==> src/rtl/hot_row_pkg.sv <==
package hot_row_pkg;

  typedef enum logic [1:0] {OP_IDLE, OP_COUNT, OP_SPLIT, OP_RFSH} tree_op_e;

  // split threshold of a level; the last level uses the refresh threshold
  function automatic int unsigned lvl_thr(int unsigned lvl, int unsigned levels,
                                          int unsigned thr);
    return (lvl + 1 >= levels) ? thr : (thr * (lvl + 1)) / levels;
  endfunction

endpackage

==> src/rtl/hot_row_match.sv <==
module hot_row_match #(
  parameter int unsigned ROW_W = 6
) (
  input  logic             busy_i,
  input  logic [ROW_W-1:0] lo_i,
  input  logic [ROW_W-1:0] hi_i,
  input  logic [ROW_W-1:0] row_i,
  output logic             hit_o
);
  assign hit_o = busy_i && (row_i >= lo_i) && (row_i <= hi_i);
endmodule

==> src/rtl/hot_row_free.sv <==
module hot_row_free #(
  parameter int unsigned NUM   = 6,
  parameter int unsigned IDX_W = 3
) (
  input  logic [NUM-1:0]   busy_i,
  output logic [IDX_W-1:0] idx_o,
  output logic             any_o
);
  always_comb begin
    idx_o = '0;
    any_o = 1'b0;
    for (int i = NUM - 1; i >= 0; i--) begin
      if (!busy_i[i]) begin
        idx_o = IDX_W'(i);
        any_o = 1'b1;
      end
    end
  end
endmodule

==> src/rtl/hot_row_clamp.sv <==
module hot_row_clamp #(
  parameter int unsigned ROW_W = 6
) (
  input  logic [ROW_W-1:0] lo_i,
  input  logic [ROW_W-1:0] hi_i,
  output logic [ROW_W-1:0] lo_o,
  output logic [ROW_W-1:0] hi_o
);
  assign lo_o = (lo_i == '0) ? '0 : lo_i - ROW_W'(1);
  assign hi_o = (hi_i == '1) ? '1 : hi_i + ROW_W'(1);
endmodule

==> src/rtl/hot_row_tree.sv <==
module hot_row_tree
  import hot_row_pkg::*;
#(
  parameter int unsigned ROW_W    = 6,
  parameter int unsigned NUM_CTR  = 6,
  parameter int unsigned LEVELS   = 4,
  parameter int unsigned RFSH_THR = 16
) (
  input  logic             clk_i,
  input  logic             rst_ni,
  input  logic             start_i,
  input  logic             act_i,
  input  logic [ROW_W-1:0] row_i,
  output logic             rfsh_o,
  output logic [ROW_W-1:0] rfsh_lo_o,
  output logic [ROW_W-1:0] rfsh_hi_o
);
  localparam int unsigned CNT_W = $clog2(RFSH_THR + 1);
  localparam int unsigned LVL_W = (LEVELS > 1) ? $clog2(LEVELS) : 1;
  localparam int unsigned IDX_W = (NUM_CTR > 1) ? $clog2(NUM_CTR) : 1;
  localparam logic [CNT_W-1:0] THR_T = CNT_W'(RFSH_THR);

  logic [NUM_CTR-1:0] busy_q;
  logic [NUM_CTR-1:0] hit;
  logic [ROW_W-1:0]   lo_q  [NUM_CTR];
  logic [ROW_W-1:0]   hi_q  [NUM_CTR];
  logic [LVL_W-1:0]   lvl_q [NUM_CTR];
  logic [CNT_W-1:0]   cnt_q [NUM_CTR];
  logic [CNT_W-1:0]   thr_tab [LEVELS];

  logic [IDX_W-1:0] free_idx;
  logic             free_any;
  logic [ROW_W-1:0] sel_lo, sel_hi, half, clamp_lo, clamp_hi;
  logic [LVL_W-1:0] sel_lvl;
  logic [CNT_W-1:0] sel_cnt, cnt_nxt, sel_thr;
  logic             can_split;
  tree_op_e         op;

  for (genvar g = 0; g < NUM_CTR; g++) begin : g_match
    hot_row_match #(.ROW_W(ROW_W)) u_match (
      .busy_i (busy_q[g]),
      .lo_i   (lo_q[g]),
      .hi_i   (hi_q[g]),
      .row_i  (row_i),
      .hit_o  (hit[g])
    );
  end

  for (genvar l = 0; l < LEVELS; l++) begin : g_thr
    assign thr_tab[l] = CNT_W'(lvl_thr(l, LEVELS, RFSH_THR));
  end

  hot_row_free #(.NUM(NUM_CTR), .IDX_W(IDX_W)) u_free (
    .busy_i (busy_q),
    .idx_o  (free_idx),
    .any_o  (free_any)
  );

  // OR-mux of the single matching entry
  always_comb begin
    sel_lo  = '0;
    sel_hi  = '0;
    sel_lvl = '0;
    sel_cnt = '0;
    for (int i = 0; i < NUM_CTR; i++) begin
      if (hit[i]) begin
        sel_lo  |= lo_q[i];
        sel_hi  |= hi_q[i];
        sel_lvl |= lvl_q[i];
        sel_cnt |= cnt_q[i];
      end
    end
  end

  always_comb begin
    sel_thr = THR_T;
    for (int l = 0; l < LEVELS; l++) begin
      if (int'(sel_lvl) == l) sel_thr = thr_tab[l];
    end
  end

  assign cnt_nxt   = sel_cnt + CNT_W'(1);
  assign can_split = free_any && (int'(sel_lvl) < int'(LEVELS) - 1);
  assign half      = can_split ? (ROW_W'(1) << (int'(ROW_W) - 1 - int'(sel_lvl))) : '0;

  always_comb begin
    op = OP_IDLE;
    if (act_i && !start_i && (|hit)) begin
      if (cnt_nxt >= THR_T)                   op = OP_RFSH;
      else if (can_split && cnt_nxt >= sel_thr) op = OP_SPLIT;
      else                                    op = OP_COUNT;
    end
  end

  hot_row_clamp #(.ROW_W(ROW_W)) u_clamp (
    .lo_i (sel_lo),
    .hi_i (sel_hi),
    .lo_o (clamp_lo),
    .hi_o (clamp_hi)
  );

  always_ff @(posedge clk_i or negedge rst_ni) begin
    if (!rst_ni) begin
      for (int i = 0; i < NUM_CTR; i++) begin
        busy_q[i] <= (i == 0);
        lo_q[i]   <= '0;
        hi_q[i]   <= (i == 0) ? '1 : '0;
        lvl_q[i]  <= '0;
        cnt_q[i]  <= '0;
      end
      rfsh_o    <= 1'b0;
      rfsh_lo_o <= '0;
      rfsh_hi_o <= '0;
    end else begin
      rfsh_o <= 1'b0;
      if (start_i) begin
        for (int i = 0; i < NUM_CTR; i++) begin
          busy_q[i] <= (i == 0);
          lo_q[i]   <= '0;
          hi_q[i]   <= (i == 0) ? '1 : '0;
          lvl_q[i]  <= '0;
          cnt_q[i]  <= '0;
        end
      end else begin
        for (int i = 0; i < NUM_CTR; i++) begin
          if (hit[i]) begin
            unique case (op)
              OP_COUNT: cnt_q[i] <= cnt_nxt;
              OP_RFSH:  cnt_q[i] <= '0;
              OP_SPLIT: begin
                cnt_q[i] <= cnt_nxt;
                hi_q[i]  <= sel_lo + half - ROW_W'(1);
                lvl_q[i] <= sel_lvl + LVL_W'(1);
              end
              default: ;
            endcase
          end
          if (op == OP_SPLIT && free_idx == IDX_W'(i)) begin
            busy_q[i] <= 1'b1;
            lo_q[i]   <= sel_lo + half;
            hi_q[i]   <= sel_hi;
            lvl_q[i]  <= sel_lvl + LVL_W'(1);
            cnt_q[i]  <= cnt_nxt;
          end
        end
        if (op == OP_RFSH) begin
          rfsh_o    <= 1'b1;
          rfsh_lo_o <= clamp_lo;
          rfsh_hi_o <= clamp_hi;
        end
      end
    end
  end

endmodule

==> config.mk <==
export PLATFORM = sky130hd
export DESIGN_NAME = hot_row_tree
export DESIGN_NICKNAME = d
export VERILOG_FILES = /design/src/rtl/hot_row_pkg.sv /design/src/rtl/hot_row_match.sv /design/src/rtl/hot_row_free.sv /design/src/rtl/hot_row_clamp.sv /design/src/rtl/hot_row_tree.sv
export SDC_FILE = /design/constraint.sdc
export NUM_CORES = 1
export LEC_CHECK = 0
export BUFFER_PORTS_ARGS = -buffer_cell sky130_fd_sc_hd__buf_2
export CORE_AREA = 5 5 146 148
export DETAILED_ROUTE_END_ITERATION = 10
export DIE_AREA = 0 0 151 153
export GPL_TIMING_DRIVEN = 0
export PLACE_DENSITY = 0.6
export SYNTH_ARGS = -nofsm -noshare
export SYNTH_HDL_FRONTEND = slang
export SYNTH_HIERARCHICAL = 1
export SYNTH_SLANG_ARGS = --single-unit
export TNS_END_PERCENT = 50
==> constraint.sdc <==
create_clock -name clk_i -period 7 [get_ports clk_i]
set_input_delay 1.75 -clock clk_i [delete_from_list [all_inputs] [get_ports clk_i]]
set_output_delay 1.75 -clock clk_i [all_outputs]
set_load 0.1 [all_outputs]
# ---- After elaboration in Yosys (flattened, before gate mapping)
# Index checks and enable logic that the tools add are counted.
# W data, S select, Z words.
dict set report totals {
  register_bits 133
  input_bits 10
  output_inout_bits 13
  elab_cells 258
}
dict set report op_classes {
  add_sub_neg 7
  magnitude_cmp 15
  eq_ne 12
  shift 1
  mux 104
  n_bitwise 21
  reduce_logical 65
}
# op count
set op_table {}
lappend op_table {{$mux W6} 35}
lappend op_table {{$mux W5} 22}
lappend op_table {{$mux W36} 2}
lappend op_table {{$or A6 B6 Y6} 10}
lappend op_table {{$mux W2} 22}
lappend op_table {{$ge A6 B6 Y1} 6}
lappend op_table {{$le A6 B6 Y1} 6}
lappend op_table {{$reduce_bool A3 Y1} 12}
lappend op_table {{$shl A1 B32 Y6 const A} 1}
lappend op_table {{$mux W30} 1}
lappend op_table {{$reduce_and A2 Y1} 13}
lappend op_table {{$or A5 B5 Y5} 5}
lappend op_table {{$reduce_bool A4 Y1} 6}
lappend op_table {{$logic_and A1 B1 Y1} 22}
lappend op_table {{$mux W3} 6}
lappend op_table {{$mux W1} 14}
lappend op_table {{$mux W12} 1}
lappend op_table {{$reduce_bool A2 Y1} 6}
lappend op_table {{$sub A6 B1 Y6 const B} 2}
lappend op_table {{$or A2 B2 Y2} 5}
lappend op_table {{$pmux W5 S2} 1}
lappend op_table {{$eq A2 B2 Y1 const B} 4}
lappend op_table {{$add A6 B1 Y6 const B} 1}
lappend op_table {{$add A6 B6 Y6} 1}
lappend op_table {{18 further kinds} 21}

# ---- Logic depth before layout (Yosys ltp)
dict set report depth {
  word_depth 30
  depth_mapped 31
  mapped_depth_nobuf 27
}

# ---- Modules after synthesis
# Netlist, hierarchy kept.
# module n_inst cells_per_inst area_each_um2 seq_area_each_um2
set by_module_without_submodules {}
lappend by_module_without_submodules {hot_row_tree 1 720 6781.5 3310.7}
lappend by_module_without_submodules {hot_row_match 6 40 301.5 0.0}
lappend by_module_without_submodules {hot_row_clamp 1 38 249.0 0.0}
lappend by_module_without_submodules {hot_row_free 1 10 55.1 0.0}

# ---- Worst setup path after synthesis
# OpenSTA, ideal clock, no wires.
dict set report synth_timing {
  path_type {in2reg}
  start {in row_i[4]}
  end {reg cnt_q[9] in the netlist's numbering}
  setup_ns 0.121
  arrival_ns 6.579
  t_required_ns 6.879
  path_slack_ns 0.300
  stages 26
  n_path_buf 3
  cell_sequence {ha_1 a21oi_2 a21boi_1 o32ai_2 o311a_1 clkbuf_1 clkbuf_1 a22oi_1 nand3_1 inv_1 ha_1 nor2_1 nor2_1 ha_1 nand2b_1 o21ai_0 a21oi_1 nor2b_1 o21ai_0 a21oi_1 ha_1 clkbuf_1 nand2b_1 a211oi_1 nor2_1 a22o_1}
}
dict set report synth_via {
  elab_cells_between_ends 77
  cone_classes {add/sub (1); order compare (15); eq/ne (6); mux (23); bitwise (10); reduce/logical (22)}
}
# element line
set synth_rtl {}
lappend synth_rtl {{start: declaration} hot_row_tree.sv:13} ;# input logic [ROW_W-1:0] row_i,
lappend synth_rtl {{$ge A6 B6 Y1} hot_row_match.sv:10} ;# assign hit_o = busy_i && (row_i >= lo_i) && (row_i <= hi_i);
lappend synth_rtl {{$logic_and A1 B1 Y1} hot_row_match.sv:10}
lappend synth_rtl {{$logic_and A1 B1 Y1 *} hot_row_match.sv:10}
lappend synth_rtl {{via hit[1]} hot_row_tree.sv:24} ;# logic [NUM_CTR-1:0] hit;
lappend synth_rtl {{$mux W2} hot_row_tree.sv:66} ;# if (hit[i]) begin
lappend synth_rtl {{$or A2 B2 Y2} hot_row_tree.sv:69} ;# sel_lvl |= lvl_q[i];
lappend synth_rtl {{$mux W2} hot_row_tree.sv:66}
lappend synth_rtl {{$or A2 B2 Y2} hot_row_tree.sv:69}
lappend synth_rtl {{[13 not listed]} n/a}
lappend synth_rtl {{$mux W2} hot_row_tree.sv:89} ;# if (cnt_nxt >= THR_T) op = OP_RFSH;
lappend synth_rtl {{$mux W2} hot_row_tree.sv:88} ;# if (act_i && !start_i && (|hit)) begin
lappend synth_rtl {{$eq A2 B2 Y1 / $eq A2 B1 Y1 (equally long branches)} {hot_row_tree.sv:127, hot_row_tree.sv:138}}
lappend synth_rtl {{$reduce_or A2 Y1 (no source line)} n/a}
lappend synth_rtl {{$pmux W5 S2} hot_row_tree.sv:127} ;# unique case (op)
lappend synth_rtl {{$mux W5} hot_row_tree.sv:126} ;# if (hit[i]) begin
lappend synth_rtl {{$mux W5} hot_row_tree.sv:138} ;# if (op == OP_SPLIT && free_idx == IDX_W'(i)) begin
lappend synth_rtl {{$mux W30} hot_row_tree.sv:116} ;# if (start_i) begin
lappend synth_rtl {{end signal: indexed assignment} hot_row_tree.sv:128} ;# OP_COUNT: cnt_q[i] <= cnt_nxt;
lappend synth_rtl {{end signal: indexed assignment} hot_row_tree.sv:131} ;# cnt_q[i] <= cnt_nxt;
lappend synth_rtl {{end signal: indexed assignment} hot_row_tree.sv:143} ;# cnt_q[i] <= cnt_nxt;
lappend synth_rtl {{end: declaration} hot_row_tree.sv:28} ;# logic [CNT_W-1:0] cnt_q [NUM_CTR];
# Mark *: on every way through the listed nets, which the timed path passes. The rest lies on a longest branch. The select of a mux whose other input is x is not followed.
# A chain may end at the register's enable or synchronous reset.

# ---- Worst setup path in the final report
dict set report layout_timing {
  start {in row_i[4]}
  end {reg lvl_q[2] in the netlist's numbering}
}
dict set report layout_via {
  elab_cells_between_ends 75
  cone_classes {add/sub (2); order compare (15); eq/ne (4); mux (23); bitwise (10); reduce/logical (21)}
}
# element line
set layout_rtl {}
lappend layout_rtl {{$ge A6 B6 Y1} hot_row_match.sv:10}
lappend layout_rtl {{$logic_and A1 B1 Y1} hot_row_match.sv:10}
lappend layout_rtl {{$logic_and A1 B1 Y1 *} hot_row_match.sv:10}
lappend layout_rtl {{via hit[2]} hot_row_tree.sv:24}
lappend layout_rtl {{$mux W2} hot_row_tree.sv:66}
lappend layout_rtl {{$or A2 B2 Y2} hot_row_tree.sv:69}
lappend layout_rtl {{$mux W2} hot_row_tree.sv:66}
lappend layout_rtl {{$or A2 B2 Y2} hot_row_tree.sv:69}
lappend layout_rtl {{[9 not listed]} n/a}
lappend layout_rtl {{$logic_and A1 B1 Y1} hot_row_tree.sv:90} ;# else if (can_split && cnt_nxt >= sel_thr) op = OP_SPLIT;
lappend layout_rtl {{$mux W2} hot_row_tree.sv:90}
lappend layout_rtl {{$mux W2} hot_row_tree.sv:89}
lappend layout_rtl {{$mux W2} hot_row_tree.sv:88}
lappend layout_rtl {{$eq A2 B2 Y1} {hot_row_tree.sv:127, hot_row_tree.sv:138}}
lappend layout_rtl {{$logic_and A1 B1 Y1} hot_row_tree.sv:138}
lappend layout_rtl {{$reduce_bool A3 Y1 (no source line) / $mux W2 (equally long branches)} n/a}
lappend layout_rtl {{$reduce_and A2 Y1 (no source line) / $mux W12 (equally long branches)} n/a}
lappend layout_rtl {{end signal: indexed assignment} hot_row_tree.sv:133} ;# lvl_q[i] <= sel_lvl + LVL_W'(1);
lappend layout_rtl {{end signal: indexed assignment} hot_row_tree.sv:142} ;# lvl_q[i] <= sel_lvl + LVL_W'(1);
lappend layout_rtl {{end: declaration} hot_row_tree.sv:27} ;# logic [LVL_W-1:0] lvl_q [NUM_CTR];
# Marked as above.

==> flow_summary_export.csv <==
group,metric,value,unit
synthesis,netlist.area_leader.share,35.4,%
timing,min_period,6710,ps
synthesis,synth_cell_type_count,66,
floorplan,ios,23,
drt,routed_wl,29000,um
timing,slew_viol_final,0,
drt,dr_total_vias,7911,
synthesis,yosysMostFrequentCell,"dfrtp_1",
placed_design,finalWeightedCongestion,0.946,
drt,dr.pass1.iters,6,
cts,cts-root-buf,"clkbuf_16",
cts,clock_latency,430,ps
placed_design,portBuffers,21,
floorplan,dieHeight,153,um
synthesis,synth_ff_type,"dfrtp_1",
global_routing,overflow,0,
floorplan,start_util,44.7,%
critical_path,cp_common_cell,"ha_1",
critical_path,worstSetupPathType,"input pin to flop",
drt,drt_iter0_drc,747,
critical_path,critPathMaxStageDelay,420,ps
placed_design,dp_hpwl,21300,um
drt,routedWlPerCell,21.5,um
floorplan,core,19900,um2
timing,holdWs,480,ps
cts,clk_pin_slew,60,ps
drt,viasPerCell,5.87,
global_routing,grt_max_degree,79,
cts,cts_num_sinks,132,
drt,drc,0,
cells_and_area,num-nets-final,1169,
run,cap_violations,0,
global_routing,antenna_found_initial,0,
placed_design,place_area,9380,um2
timing,skew,8.08,ps
cells_and_area,multiInputGateArea,5390,um2
floorplan,rows,52,
global_routing,track_usage,25.6,%
global_routing,grt_pass1_vias,7563,
critical_path,crit_required,7310,ps
floorplan,die_x,151,um
synthesis,yosysSeqAreaShare,37.2,%
cells_and_area,fill_cells,1915,
power,pwr_density_cell,184,nW/um2
hold_path,hold_class,"flop to flop",
critical_path,r2r_slack,1310,ps
cells_and_area,final_area,10600,um2
timing,period_share,95.8,%
critical_path,critPathCaptureType,"flop",
cells_and_area,seq_area,3310,um2
synthesis,synth_edf_count,0,
timing,relSlewSlack,2.37,%
synthesis,ys_warn_count,6,
status,status,"complete, no violations",
cts,htreeDepth,4,
drt,ant_nets,0,
power,vdd_ir_drop_max,172,uV
synthesis,synth_seq_cells,132,
timing,fmax,149,MHz
timing,hold_violations,0,
timing,setup_viol_count_final,0,
floorplan,die_area,23100,um2
critical_path,cpMaxStageDelayCell,"o32ai_2",
cts,cts_made_buffers,17,
cells_and_area,areaGrowthSynthToFinish,18.6,%
power,p_leak,4.71,nW
synthesis,synth.largest_area_cell,"dfrtp_1",
cells_and_area,drive_gt1_share,16.9,%
critical_path,crit_arrival,7020,ps
synthesis,async_flop_share,100,%
global_routing,grt_pass1_wl,44900,um
cells_and_area,diodes,0,
synthesis,synthCells,1008,
timing,tightest_slew,1460,ps
critical_path,critPathMaxFanout,12,
synthesis,synth_commonest_cells,"dfrtp_1 (126), nand2_1 (105), nor2_1 (101)",
synthesis,syn_area_per_cell,8.82,um2
synthesis,syn_area,8890,um2
cts,cts_tree,"done",
timing,rsz0062_at_grt,"false",
critical_path,setup.worst_path.start_class,"input pin",
cts,clockBufferDepth,2,
synthesis,synthTopCellsByArea,"dfrtp_1 (35%), ha_1 (13%), a22oi_1 (4.6%)",
[flip-flops by register name (all words and copies together) (netlist names)]
register	flops
lo_q	36
hi_q	36
lvl_q	12
busy_q	5
rfsh_lo_o	6
rfsh_o	1
cnt_q	30
rfsh_hi_o	6
[cell type report]
type                            instances  area share, %
Multi-Input combinational cell        738           51.1
Sequential cell                       132           31.4
Clock buffer                           18           4.16
Inverter                               93           3.31
Tap cell                              270           3.20
Buffer                                 47           3.17
Timing Repair Buffer                   36           2.41
Clock inverter                         14           1.30
[cell usage in the layout, fill, tap and decap left out, types with 5 or more instances in the layout]
| cell | netlist | layout |
|---|---|---|
| a21oi_1 | 80 | 77 |
| clkbuf_4 | 0 | 6 |
| ha_1 | 93 | 92 |
| o21a_1 | 5 | 5 |
| nand4_1 | 13 | 13 |
| a21oi_2 | 6 | 9 |
| clkbuf_16 | 0 | 17 |
| a21boi_1 | 6 | 6 |
| a31oi_1 | 9 | 9 |
| o311a_4 | 0 | 6 |
| a211oi_1 | 18 | 12 |
| o21ai_0 | 22 | 20 |
| nand3_1 | 48 | 46 |
| o211ai_1 | 6 | 6 |
| a22oi_1 | 55 | 55 |
| dfrtp_1 | 126 | 126 |
| inv_1 | 92 | 92 |
| a22o_1 | 26 | 26 |
| buf_6 | 1 | 9 |
| clkinv_2 | 0 | 6 |
| nor2_1 | 101 | 100 |
| buf_4 | 0 | 20 |
| and2_1 | 7 | 7 |
| mux2_2 | 19 | 19 |
| nand2b_1 | 21 | 20 |
| o31ai_1 | 16 | 15 |
| or3_1 | 6 | 6 |
| dfstp_2 | 6 | 6 |
| clkbuf_1 | 30 | 13 |
| buf_2 | 10 | 20 |
| nand2_1 | 105 | 104 |
| clkbuf_2 | 0 | 6 |
[through the flow]
| step | util (%) | total power [W] | cells | TNS (ps) | setup WS, ps |
|---|---|---|---|---|---|
| 2_1_floorplan | - | 0.000959 | 1011 | 0 | 300 |
| 6_report | 53.0 | 0.00194 | 1348 | 0 | 291 |
| 5_1_grt | 53.0 | 0.00201 | 1348 | 0 | 26.6 |
| 3_5_place_dp | 47.1 | 0.00105 | 1303 | -220860 | -2090 |
| 4_1_cts | 52.0 | 0.00194 | 1341 | 0 | 7.71 |
| 3_3_place_gp | 47.0 | 0.00104 | 1302 | -209940 | -1990 |
[worst max-delay path: cells and delay by family]
kind / cells / cell delay, ps
compound gates: 10 / 1720
simple gates: 8 / 1260
fa+ha+maj: 4 / 1020
buf+inv: 5 / 890
mux: 1 / 380
[worst paths after layout]
| path | start | to | cells past startpoint |
|---|---|---|---|
| setup / recovery | row_i[4] | lvl_q[2] | 28 |
| hold / removal | cnt_q[0] | cnt_q[0] | 2 |
| setup reg to reg | hi_q[34] | lvl_q[2] | 26 |
| hold reg to reg | cnt_q[0] | cnt_q[0] | 2 |
| max in group asynchronous | rst_ni | hi_q[35] | 2 |
| min in group asynchronous | rst_ni | lo_q[4] | 1 |
[power breakdown]
group	total, W	internal [W]	switching (W)
sequential	0.000801	0.000783	0.0000181
clock	0.000882	0.000529	0.000353
combinational	0.000259	0.0000927	0.000166
total	0.00194	0.00140	0.000538
[repair_timing]
item                                    CTS  global route
setup buffers                             7             7
pin swaps                                 6            12
hold buffers                              0             0
resized for setup                        79            44
endpoints found under the setup margin  132           113
endpoints found under the hold margin     0             0
[routing by layer]
metal | track usage, % | vias up | part of all wire [%]
li1 | - | 3710 | -
met1 | 37.5 | 3802 | 46
met2 | 38.1 | 347 | 44
met3 | 4.89 | 52 | 7.6
met4 | 8.29 | 0 | 2.9
met5 | 0 | - | 0
[logic make-up (layout without fill, tap and decap cells)]
logic type | after synthesis | in the layout | synth area share, %
mux | 21 | 21 | 2.63
buf+inv | 141 | 208 | 6.18
compound gates | 280 | 280 | 22.2
simple gates | 325 | 325 | 16.7
fa+ha+maj | 94 | 94 | 13.3
xor+xnor | 14 | 14 | 1.72
flops | 132 | 132 | 37.2
other cells | 1 | 4 | 0.0422
No activity file was read; power rests on OpenSTA's default activity.
